### config.mk
export PLATFORM = sky130hd
export DESIGN_NAME = rtt_sequencer
export DESIGN_NICKNAME = d
export VERILOG_FILES = /design/src/rtl/rtt_pkg.sv /design/src/rtl/rtt_hold_timer.sv /design/src/rtl/rtt_ctrl.sv /design/src/rtl/rtt_sequencer.sv
export SDC_FILE = /design/constraint.sdc
export NUM_CORES = 1
export LEC_CHECK = 0
export BUFFER_PORTS_ARGS = -buffer_cell sky130_fd_sc_hd__buf_2
export CAP_MARGIN = 15
export CORE_UTILIZATION = 45
export DETAILED_ROUTE_END_ITERATION = 16
export GPL_TIMING_DRIVEN = 0
export PLACE_DENSITY = 0.7
export SETUP_SLACK_MARGIN = 0.4
export SYNTH_ARGS = -nofsm -noshare
export SYNTH_HDL_FRONTEND = slang
export SYNTH_HIERARCHICAL = 1
export SYNTH_SLANG_ARGS = --single-unit
### constraint.sdc
create_clock -name clk -period 3.1 [get_ports clk]
set_input_delay 0.31 -clock clk [delete_from_list [all_inputs] [get_ports clk]]
set_output_delay 0.31 -clock clk [all_outputs]
set_load 0.02 [all_outputs]
### src/rtl/rtt_pkg.sv
package rtt_pkg;
  typedef enum logic [1:0] {
    CMD_RING = 2'd0,
    CMD_MBB  = 2'd1,
    CMD_BBM  = 2'd2,
    CMD_SHDN = 2'd3
  } cmd_e;

  typedef enum logic [1:0] {
    ST_IDLE   = 2'd0,
    ST_ALLOFF = 2'd1,
    ST_PULL   = 2'd2,
    ST_REL    = 2'd3
  } state_e;

  typedef struct packed {
    logic ring;
    logic test;
  } sel_pair_t;

  localparam sel_pair_t PAIR_ALLOFF = '{ring: 1'b1, test: 1'b1};
  localparam sel_pair_t PAIR_RING   = '{ring: 1'b1, test: 1'b0};
  localparam sel_pair_t PAIR_TALK   = '{ring: 1'b0, test: 1'b0};
endpackage

### src/rtl/rtt_hold_timer.sv
module rtt_hold_timer #(
  parameter int HOLD_W = 16
) (
  input  logic              clk,
  input  logic              rst_n,
  input  logic              load,
  input  logic [HOLD_W-1:0] load_val,
  input  logic              dec,
  output logic              last
);
  localparam logic [HOLD_W-1:0] ONE = HOLD_W'(1);

  logic [HOLD_W-1:0] cnt;

  always_ff @(posedge clk or negedge rst_n) begin
    if (!rst_n) begin
      cnt <= ONE;
    end else if (load) begin
      cnt <= (load_val == '0) ? ONE : load_val;
    end else if (dec) begin
      cnt <= cnt - ONE;
    end
  end

  assign last = (cnt == ONE);
endmodule

### src/rtl/rtt_ctrl.sv
module rtt_ctrl
  import rtt_pkg::*;
(
  input  logic       clk,
  input  logic       rst_n,
  input  logic       accept,
  input  logic [1:0] cmd,
  input  logic       tmr_last,
  output logic       tmr_load,
  output logic       tmr_dec,
  output logic       sw_ring,
  output logic       sw_test,
  output logic       pull_low,
  output logic       busy,
  output logic       done
);
  state_e    st;
  sel_pair_t sel;

  always_ff @(posedge clk or negedge rst_n) begin
    if (!rst_n) begin
      st       <= ST_IDLE;
      sel      <= PAIR_ALLOFF;
      pull_low <= 1'b0;
      done     <= 1'b0;
    end else begin
      done <= 1'b0;
      unique case (st)
        ST_IDLE: begin
          if (accept) begin
            unique case (cmd_e'(cmd))
              CMD_RING: begin
                sel  <= PAIR_RING;
                done <= 1'b1;
              end
              CMD_MBB: begin
                sel  <= PAIR_TALK;
                done <= 1'b1;
              end
              CMD_BBM: begin
                sel <= PAIR_ALLOFF;
                st  <= ST_ALLOFF;
              end
              CMD_SHDN: begin
                pull_low <= 1'b1;
                st       <= ST_PULL;
              end
            endcase
          end
        end
        ST_ALLOFF: begin
          if (tmr_last) begin
            sel  <= PAIR_TALK;
            done <= 1'b1;
            st   <= ST_IDLE;
          end
        end
        ST_PULL: begin
          if (tmr_last) begin
            sel <= PAIR_TALK;
            st  <= ST_REL;
          end
        end
        ST_REL: begin
          pull_low <= 1'b0;
          done     <= 1'b1;
          st       <= ST_IDLE;
        end
      endcase
    end
  end

  assign tmr_load = accept && (st == ST_IDLE);
  assign tmr_dec  = ((st == ST_ALLOFF) || (st == ST_PULL)) && !tmr_last;
  assign busy     = (st != ST_IDLE);
  assign sw_ring  = sel.ring;
  assign sw_test  = sel.test;
endmodule

### src/rtl/rtt_sequencer.sv
module rtt_sequencer #(
  parameter int HOLD_W = 16
) (
  input  logic              clk,
  input  logic              rst_n,
  input  logic              req_valid,
  output logic              req_ready,
  input  logic [1:0]        req_mode,
  input  logic [HOLD_W-1:0] req_hold,
  output logic              sw_ring,
  output logic              sw_test,
  output logic              shdn_pull_low,
  output logic              busy,
  output logic              done
);
  logic accept;
  logic tmr_load;
  logic tmr_dec;
  logic tmr_last;

  assign req_ready = !busy;
  assign accept    = req_valid && req_ready;

  rtt_hold_timer #(.HOLD_W(HOLD_W)) u_timer (
    .clk      (clk),
    .rst_n    (rst_n),
    .load     (tmr_load),
    .load_val (req_hold),
    .dec      (tmr_dec),
    .last     (tmr_last)
  );

  rtt_ctrl u_ctrl (
    .clk      (clk),
    .rst_n    (rst_n),
    .accept   (accept),
    .cmd      (req_mode),
    .tmr_last (tmr_last),
    .tmr_load (tmr_load),
    .tmr_dec  (tmr_dec),
    .sw_ring  (sw_ring),
    .sw_test  (sw_test),
    .pull_low (shdn_pull_low),
    .busy     (busy),
    .done     (done)
  );
endmodule

### Yosys cells after proc, flatten, opt, wreduce, memory -nomap -nowiden

Cells that the tools add are included.

* output and inout bits: 6
* bits in registers: 22
* bits of input ports: 21

* reduce and logical (&&, ||, !) cells: 18
* eq/ne operators: 14
* $add $sub $neg: 1
* multiplexer cells: 18

Operator list (number)
* 16-bit 2-to-1 mux: 3
* 16-bit by 1-bit equality test with 1-bit output (second input constant): 1
* 16-bit zero test: 1
* 16-bit by 1-bit subtractor with 16-bit output (second input constant): 1
* 2-bit equality test (second input constant): 4
* 2-bit 2-to-1 mux: 4
* 2-bit by 1-bit != test with 1-bit output (second input constant): 4
* 2-bit case mux with 2 select lines: 2
* 2-bit case mux with 4 select lines: 1
* 4-bit AND reduction: 2
* 2-bit nonzero test: 4
* 2-bit case mux with 3 select lines: 1
* 1-bit 2-to-1 mux: 5
* 2-bit by 1-bit equality test with 1-bit output (second input constant): 2
* 2-bit zero test: 2
* 4-bit != test (second input constant): 1
* 2-bit OR reduction: 2
* 1-bit logical AND: 3
* 3-bit != test (second input constant): 1
* 1-bit case mux with 3 select lines: 1
* 3-bit AND reduction: 1
* 1-bit zero test: 2
* 2-bit != test (second input constant): 1
* 1-bit case mux with 2 select lines: 1
* 1-bit logical OR: 1

### Logic depth before layout (Yosys ltp)

Gate-level depths: netlist of run 1.

* word-level depth: 5
* mapped depth: 10
* depth with buffers taken out: 9

### Cells and area by module

The synthesis of run 1 kept the hierarchy.

Modules (own cells, without submodules)
* rtt_hold_timer: area an instance 968.4 um2, seq. area each 401.6 um2, cells an instance 109, times used 1
* rtt_ctrl: area an instance 402.9 um2, seq. area each 152.6 um2, cells an instance 42, times used 1
* rtt_sequencer: area an instance 10.0 um2, seq. area each 0.0 um2, cells an instance 2, times used 1

### Worst setup path before layout of run 1

Ideal clock, no wire load.

* path type: flip-flop to flip-flop
* start: register u_ctrl.st[1]
* end: register u_timer.cnt[15]
* path buffers: 0
* setup time: 82 ps
* arrival time: 1968 ps
* slack: 1050 ps
* stages on the path, launching flop included: 8
* period minus slack after synthesis: 2050 ps
* data required time: 3018 ps
* cells stage by stage: dfrtp_1 inv_1 ha_1 nor2b_1 nor3b_2 nand3b_1 or3_1 a31oi_1

RTL lines
* from (decl): line rtt_ctrl.sv:17 `state_e st;`
* from (signal assigned): line rtt_ctrl.sv:22 `st <= ST_IDLE;`
* from (signal assigned): line rtt_ctrl.sv:42 `st <= ST_ALLOFF;`
* from (signal assigned): line rtt_ctrl.sv:46 `st <= ST_PULL;`
* 2-bit by 1-bit equality test with 1-bit output / 2-bit equality test (equally long branches): line rtt_ctrl.sv:74 `assign tmr_dec = ((st == ST_ALLOFF) || (st == ST_PULL)) && !tmr_last;`
* 1-bit logical OR *: line rtt_ctrl.sv:74
* 1-bit logical AND *: line rtt_ctrl.sv:74
* named net tmr_dec: line rtt_sequencer.sv:18 `logic tmr_dec;`
* 2-bit nonzero test (no line) *
* to (signal assigned): line rtt_hold_timer.sv:19 `cnt <= (load_val == '0) ? ONE : load_val;`
* to (signal assigned): line rtt_hold_timer.sv:21 `cnt <= cnt - ONE;`
* to (decl): line rtt_hold_timer.sv:13 `logic [HOLD_W-1:0] cnt;`

The timed path passes the listed nets; every way through them passes the cells marked *.
A chain may end at the register's enable or synchronous reset.

### Final worst setup path of run 1

* start: register u_timer.cnt[9]
* end: register u_timer.cnt[15]

* longest elaborated chain between the ends: 4

RTL lines
* 16-bit by 1-bit equality test with 1-bit output: line rtt_hold_timer.sv:25 `assign last = (cnt == ONE);`
* named net tmr_last: line rtt_sequencer.sv:19 `logic tmr_last;`
* 1-bit zero test: line rtt_ctrl.sv:74
* 1-bit logical AND: line rtt_ctrl.sv:74
* named net tmr_dec: line rtt_sequencer.sv:18
* 2-bit nonzero test (no line)

The timed path passes the listed nets, and every way through them passes these cells. The select of a mux whose other input is x is not followed.

==> results of run 1 <==
worst reg2reg max path, cell delays in order (launching register included):
cell,delay (ns)
dfrtp_1,0.50
nor4_1,0.12
nand3_1,0.17
nor2_1,0.11
nor2b_1,0.40
nor3b_4,0.47
nand3b_1,0.13
or3_1,0.33
a31oi_1,0.16
area by class of cell:
| class | instances | share of cell area |
|---|---|---|
| repair buffers | 27 | 0.0876 |
| clock buffers | 4 | 0.0164 |
| multi-input cells | 116 | 0.488 |
| plain buffers | 3 | 0.00938 |
| well taps | 31 | 0.0242 |
| flip-flops and latches | 22 | 0.346 |
| inverters | 12 | 0.0281 |
state kept, by name, indices dropped and copies added (netlist names):
name,flops
u_ctrl/done,1
u_ctrl/pull_low,1
u_ctrl/st,2
u_ctrl/sw_ring,1
u_ctrl/sw_test,1
u_timer/cnt,16
power by group through the flow:
stage                     Combinational [mW]  Clock (mW)  Sequential (mW)
after floorplan                      0.00208           0            0.293
after global placement                0.0249           0            0.292
after detailed placement              0.0255           0            0.292
after CTS                             0.0264       0.144            0.287
after global routing                  0.0295       0.155            0.287
final                                 0.0260       0.138            0.287
per-layer routing:
layer | up-vias | wire, um | share of wire | GRT usage
li1 | 605 | - | - | -
met5 | - | 0 | 0 | 0
met2 | 36 | 1450 | 0.45 | 0.342
met3 | 4 | 195 | 0.060 | 0.0408
met1 | 576 | 1570 | 0.48 | 0.319
met4 | 0 | 24 | 0.0074 | 0.0592
synthesized netlist by cell type, types with 3 or more instances:
master | instances | share of area
dfrtp_1 | 19 | 0.34
nand2_1 | 18 | 0.049
o21ai_0 | 16 | 0.058
inv_1 | 12 | 0.033
nand3_1 | 8 | 0.029
nor2_1 | 8 | 0.022
a21oi_1 | 6 | 0.022
ha_1 | 6 | 0.054
nor4_1 | 6 | 0.027
xnor2_1 | 6 | 0.038
xor2_1 | 5 | 0.032
or3_1 | 4 | 0.018
a31oi_1 | 3 | 0.014
dfstp_2 | 3 | 0.057
nor2b_1 | 3 | 0.014
worst paths after layout:
check / startpoint / to / slack, ns / cells after the start
worst max-delay path: u_timer/cnt[9]$_DFFE_PN0P_ / u_timer/cnt[15]$_DFFE_PN0P_ / 0.66 / 8
worst min-delay path: req_hold[11] / u_timer/cnt[11]$_DFFE_PN0P_ / 0.20 / 3
worst max register to register: u_timer/cnt[9]$_DFFE_PN0P_ / u_timer/cnt[15]$_DFFE_PN0P_ / 0.66 / 8
worst min register to register: u_ctrl/sw_ring$_DFFE_PN1P_ / u_ctrl/sw_ring$_DFFE_PN1P_ / 0.49 / 2
max in group asynchronous: rst_n / u_timer/cnt[0]$_DFFE_PN1P_ / 2.25 / 2
min in group asynchronous: rst_n / u_ctrl/pull_low$_DFFE_PN0P_ / 0.47 / 2
logic make-up after synthesis:
family	share of synthesized area
multiplexers	0.0181
AO/OA/AOI/OAI	0.155
AND/OR/NAND/NOR	0.258
flip-flops	0.401
buffers and inverters	0.0435
adder cells (fa/ha/maj)	0.0543
XOR/XNOR	0.0697
timing repair:
| item | in CTS | in global routing |
|---|---|---|
| endpoints found under the setup margin | 0 | 7 |
| hold buffers | 1 | 0 |
| resized for setup | 0 | 2 |
| hold endpoints to repair | 19 | 0 |
==> results.toml, run 1 <==
[outcome]
status = "complete, but fails checks"
violations = "DRC"

[cells_and_area]
multiInputGateArea_um2 = 781
num-fill-cells = 283
regArea_um2 = 554
final_common_cell = "buf_2"
mostFrequentLayoutCells = "26 x buf_2, 19 x dfrtp_1, 18 x nand2_1"
stdcell_count = 215
nets = 212
final_core_util = 0.566
syn_to_final_growth_pct = 15.9
fin_area_um2 = 1600
drive_gt1_frac = 0.245
n_antenna_cell = 0

[placement]
place_ws_ns = 0.595
routabilityCongestion = 0.780
io_buffers = 26
hpwl_um = 2410
dpl_cell_area_um2 = 1550
dp.cells = 210

[clock_network]
post_cts_buffers = 0
cts_max_level = 1
clock_sinks = 22
clock_path_buffers = 2
cts_buffers = 3
cts_tree = "built"
cts-root-buf = "clkbuf_4"
cts.clk_slew.worst_paths_ns = 0.13
insertion_delay_ns = 0.32

[power_and_ir_drop]
peakVddDrop_mv = 0.155
switching_share = 0.227
p_int_mw = 0.349
power_frac_comb = 0.058
clockPowerShare = 0.306
total_power_mw = 0.451
switching_power_mw = 0.102
p_leak_nw = 0.632
powerDensity_nw_per_um2 = 282
power_frac_seq = 0.637

[yosys]
synth_seq_cells = 22
yosysUniqueCellTypes = 41
synth_edf_count = 0
netlist_instances = 153
synth_area_um2 = 1380
avgSynthCellArea_um2 = 9.03
seq_area_frac_synth = 0.401
async_reset_ff_frac = 1.00
yosysWarnings = 6
synthFlopType = "dfrtp_1"
syn_nets = 180

[sta]
fin_crit_sh = 0.788
fmax_mhz = 409
slew_violations = 0
worst_pin_slew_ns = 0.594
setup_tns_ns = 0
clock_skew_ns = 0.0170
rsz0062_at_grt = "no"
slew_headroom = 0.602
fin_hold_ws_ns = 0.201
hold_viol = 0
setup_ws_ns = 0.657
finalSetupViolCount = 0
period_needed_ns = 2.44

[grt]
grt_overflow_total = 0
track_usage = 0.222
grt_max_degree = 23
antenna_found_initial = 0
grt_pass1_wl_um = 5690
grt_pass1_vias = 1234

[critical_path]
critPathKind = "reg -> reg"
crit_path_start_kind = "register"
cp_slowest_stage_delay_ns = 0.50
cp-end-kind = "register"
worst-path-max-fanout = 7
cp_num_buf_inv = 0
crit_arrival_ns = 2.70
cp_slowest_cell = "dfrtp_1"
required_ns = 3.35
crit_family = "simple AND/OR/NAND/NOR gates"
crit_chain = "nor4_1, nand3_1, nor2_1, nor2b_1, nor3b_4, nand3b_1, or3_1, a31oi_1"

[floorplanning]
rows = 19
start_util = 0.488
core_area_um2 = 2830
die_area_um2 = 3300
ioPinCount = 27
die_w_um = 57.4
die_h_um = 57.4

[routing]
wl_per_cell_um = 15.1
drc = 2
firstDrtPassIters = 10
antenna_left = 0
totalWireLength_um = 3240
routed_via_density = 5.68
num_vias = 1221
drt_iter0_markers = 76

[worst_hold_path]
hold_class = "in -> reg"

[flow_run]
drv_cap = 0
(Power assumes the default switching activity.)
==> run 2: changes to the inputs <==
==> constraint.sdc (replaced) <==
create_clock -name clk -period 2.33 [get_ports clk]
set_input_delay 0.233 -clock clk [delete_from_list [all_inputs] [get_ports clk]]
set_output_delay 0.233 -clock clk [all_outputs]
set_load 0.02 [all_outputs]
==> results.toml, run 2 (same netlist as run 1, synthesis figures left out) <==
[outcome]
status = "complete, but fails checks"
violations = "DRC"

[placement]
hpwl_um = 2410
dp.cells = 210
routabilityCongestion = 0.790
place_ws_ns = -0.0614
io_buffers = 26

[critical_path]
cp_slowest_cell = "dfrtp_2"
cp_slowest_stage_delay_ns = 0.45
cpMostUsedCell = "buf_4"
crit_arrival_ns = 2.26
required_ns = 2.55
critPathKind = "reg -> reg"
crit_chain = "nor4_4, nand3_2, nor2_4, buf_4, buf_4, a2bb2oi_2, mux2_4"
crit_path_start_kind = "register"
worst-path-max-fanout = 4
cp-end-kind = "register"

[clock_network]
cts_buffers = 3
clock_path_buffers = 2
insertion_delay_ns = 0.32
cts-root-buf = "clkbuf_4"
cts_max_level = 1
cts.clk_slew.worst_paths_ns = 0.13
clock_sinks = 22
cts_tree = "built"

[cells_and_area]
stdcell_count = 237
mostFrequentLayoutCells = "26 x buf_2, 22 x buf_4, 17 x nand2_1"
final_common_cell = "buf_2"
drive_gt1_frac = 0.442
top_register = "u_timer/cnt"
nets = 234
reg_top3 = "u_timer/cnt x16, u_ctrl/st x2"
n_antenna_cell = 0
multiInputGateArea_um2 = 902
final_core_util = 0.678
largest_reg_flops = 16
syn_to_final_growth_pct = 38.8
num-fill-cells = 219
regArea_um2 = 558

[floorplanning]
core_area_um2 = 2830
die_area_um2 = 3300
ioPinCount = 27
die_h_um = 57.4
rows = 19
die_w_um = 57.4
start_util = 0.488

[grt]
antenna_found_initial = 0
grt_pass1_vias = 1328
grt_pass1_wl_um = 6000
grt_max_degree = 23
track_usage = 0.236
grt_overflow_total = 0

[power_and_ir_drop]
switching_power_mw = 0.150
power_frac_seq = 0.594
p_leak_nw = 0.775
switching_share = 0.233
powerDensity_nw_per_um2 = 335
p_int_mw = 0.493
peakVddDrop_mv = 0.208
clockPowerShare = 0.350
power_frac_comb = 0.056

[routing]
drc = 1
routed_via_density = 5.65
firstDrtPassIters = 10
antenna_left = 0
wl_per_cell_um = 15.7
num_vias = 1340
totalWireLength_um = 3720
drt_iter0_markers = 49

[flow_run]
drv_cap = 0

[sta]
fmax_mhz = 491
period_needed_ns = 2.04
clock_skew_ns = 0.00209
finalSetupViolCount = 0
setup_ws_ns = 0.294
worst_pin_slew_ns = 0.688
hold_viol = 0
setup_tns_ns = 0
slew_headroom = 0.537
slew_violations = 0
fin_crit_sh = 0.874
rsz0062_at_grt = "yes"

[worst_hold_path]
hold_class = "in -> reg"
-- run 2: cell count changes in the layout (fill, tap and decap cells not counted), moves of 3 or more --
cell | before | now
clkbuf_1 | 3 | 0
nand3_1 | 8 | 3
nor2b_4 | 0 | 3
nand3_2 | 0 | 5
o21ai_1 | 0 | 6
dfrtp_1 | 19 | 16
o21ai_0 | 16 | 10
inv_1 | 12 | 8
buf_4 | 1 | 22
nor2b_1 | 3 | 0
dfrtp_2 | 0 | 3
-- run 2: critical path: cells and delay by family, from the launching register on --
family | cells | cell delay [ns]
and+or+nand+nor | 3 | 0.74
DFF | 1 | 0.45
muxes | 1 | 0.32
buffers and inverters | 2 | 0.22
AOI/OAI and AO/OA | 1 | 0.20
-- run 2: final cells by class --
class                           instances  share of cell area
Timing Repair Buffer                   49               0.161
Sequential cell                        22               0.291
Tap cell                               31              0.0202
Clock buffer                            4              0.0189
Buffer                                  3              0.0104
Multi-Input combinational cell        116               0.471
Inverter                               12              0.0274
-- run 2: per-stage QoR --
| stage | power (mW) | hold slack, ns | area, um^2 |
|---|---|---|---|
| final | 0.643 | 0.121 | 1920 |
| after global routing | 0.666 | 0.132 | 1920 |
| after CTS | 0.654 | 0.109 | 1810 |
| after detailed placement | 0.423 | 0.238 | 1570 |
| after global placement | 0.423 | 0.226 | 1570 |
| after floorplan | 0.392 | -0.0626 | 1400 |
-- run 2: per-layer routing --
| layer | share of wire | track usage | vias up |
|---|---|---|---|
| met1 | 0.45 | 0.316 | 647 |
| met4 | 0.017 | 0.0871 | 0 |
| met5 | 0 | 0 | - |
| met2 | 0.49 | 0.399 | 35 |
| met3 | 0.041 | 0.0204 | 7 |
| li1 | - | - | 651 |
-- run 2: power groups by stage --
stage	clock network [mW]	registers [mW]	logic, mW
2_1_floorplan	0	0.389	0.00316
3_3_place_gp	0	0.389	0.0336
3_5_place_dp	0	0.389	0.0341
4_1_cts	0.235	0.382	0.0364
5_1_grt	0.243	0.382	0.0411
6_report	0.225	0.382	0.0361
-- run 2: repair_timing --
action,CTS,global route
pin swaps,7,12
resized for setup,23,17
hold buffers,1,0
gates cloned,0,0
endpoints found under the hold margin,19,0
endpoints found under the setup margin,20,17
setup buffers,13,9
-- run 2: worst paths after layout --
kind	startpoint	to	slack (ns)	cells after the start
worst max-delay path	u_timer/cnt[6]$_DFFE_PN0P_	u_ctrl/st[1]$_DFFE_PN0P_	0.29	7
worst min-delay path	req_hold[5]	u_timer/cnt[5]$_DFFE_PN0P_	0.12	3
worst max register to register	u_timer/cnt[6]$_DFFE_PN0P_	u_ctrl/st[1]$_DFFE_PN0P_	0.29	7
worst min register to register	u_ctrl/sw_ring$_DFFE_PN1P_	u_ctrl/sw_ring$_DFFE_PN1P_	0.50	2
max in group asynchronous	rst_n	u_timer/cnt[5]$_DFFE_PN0P_	1.57	2
min in group asynchronous	rst_n	u_timer/cnt[10]$_DFFE_PN0P_	0.39	2
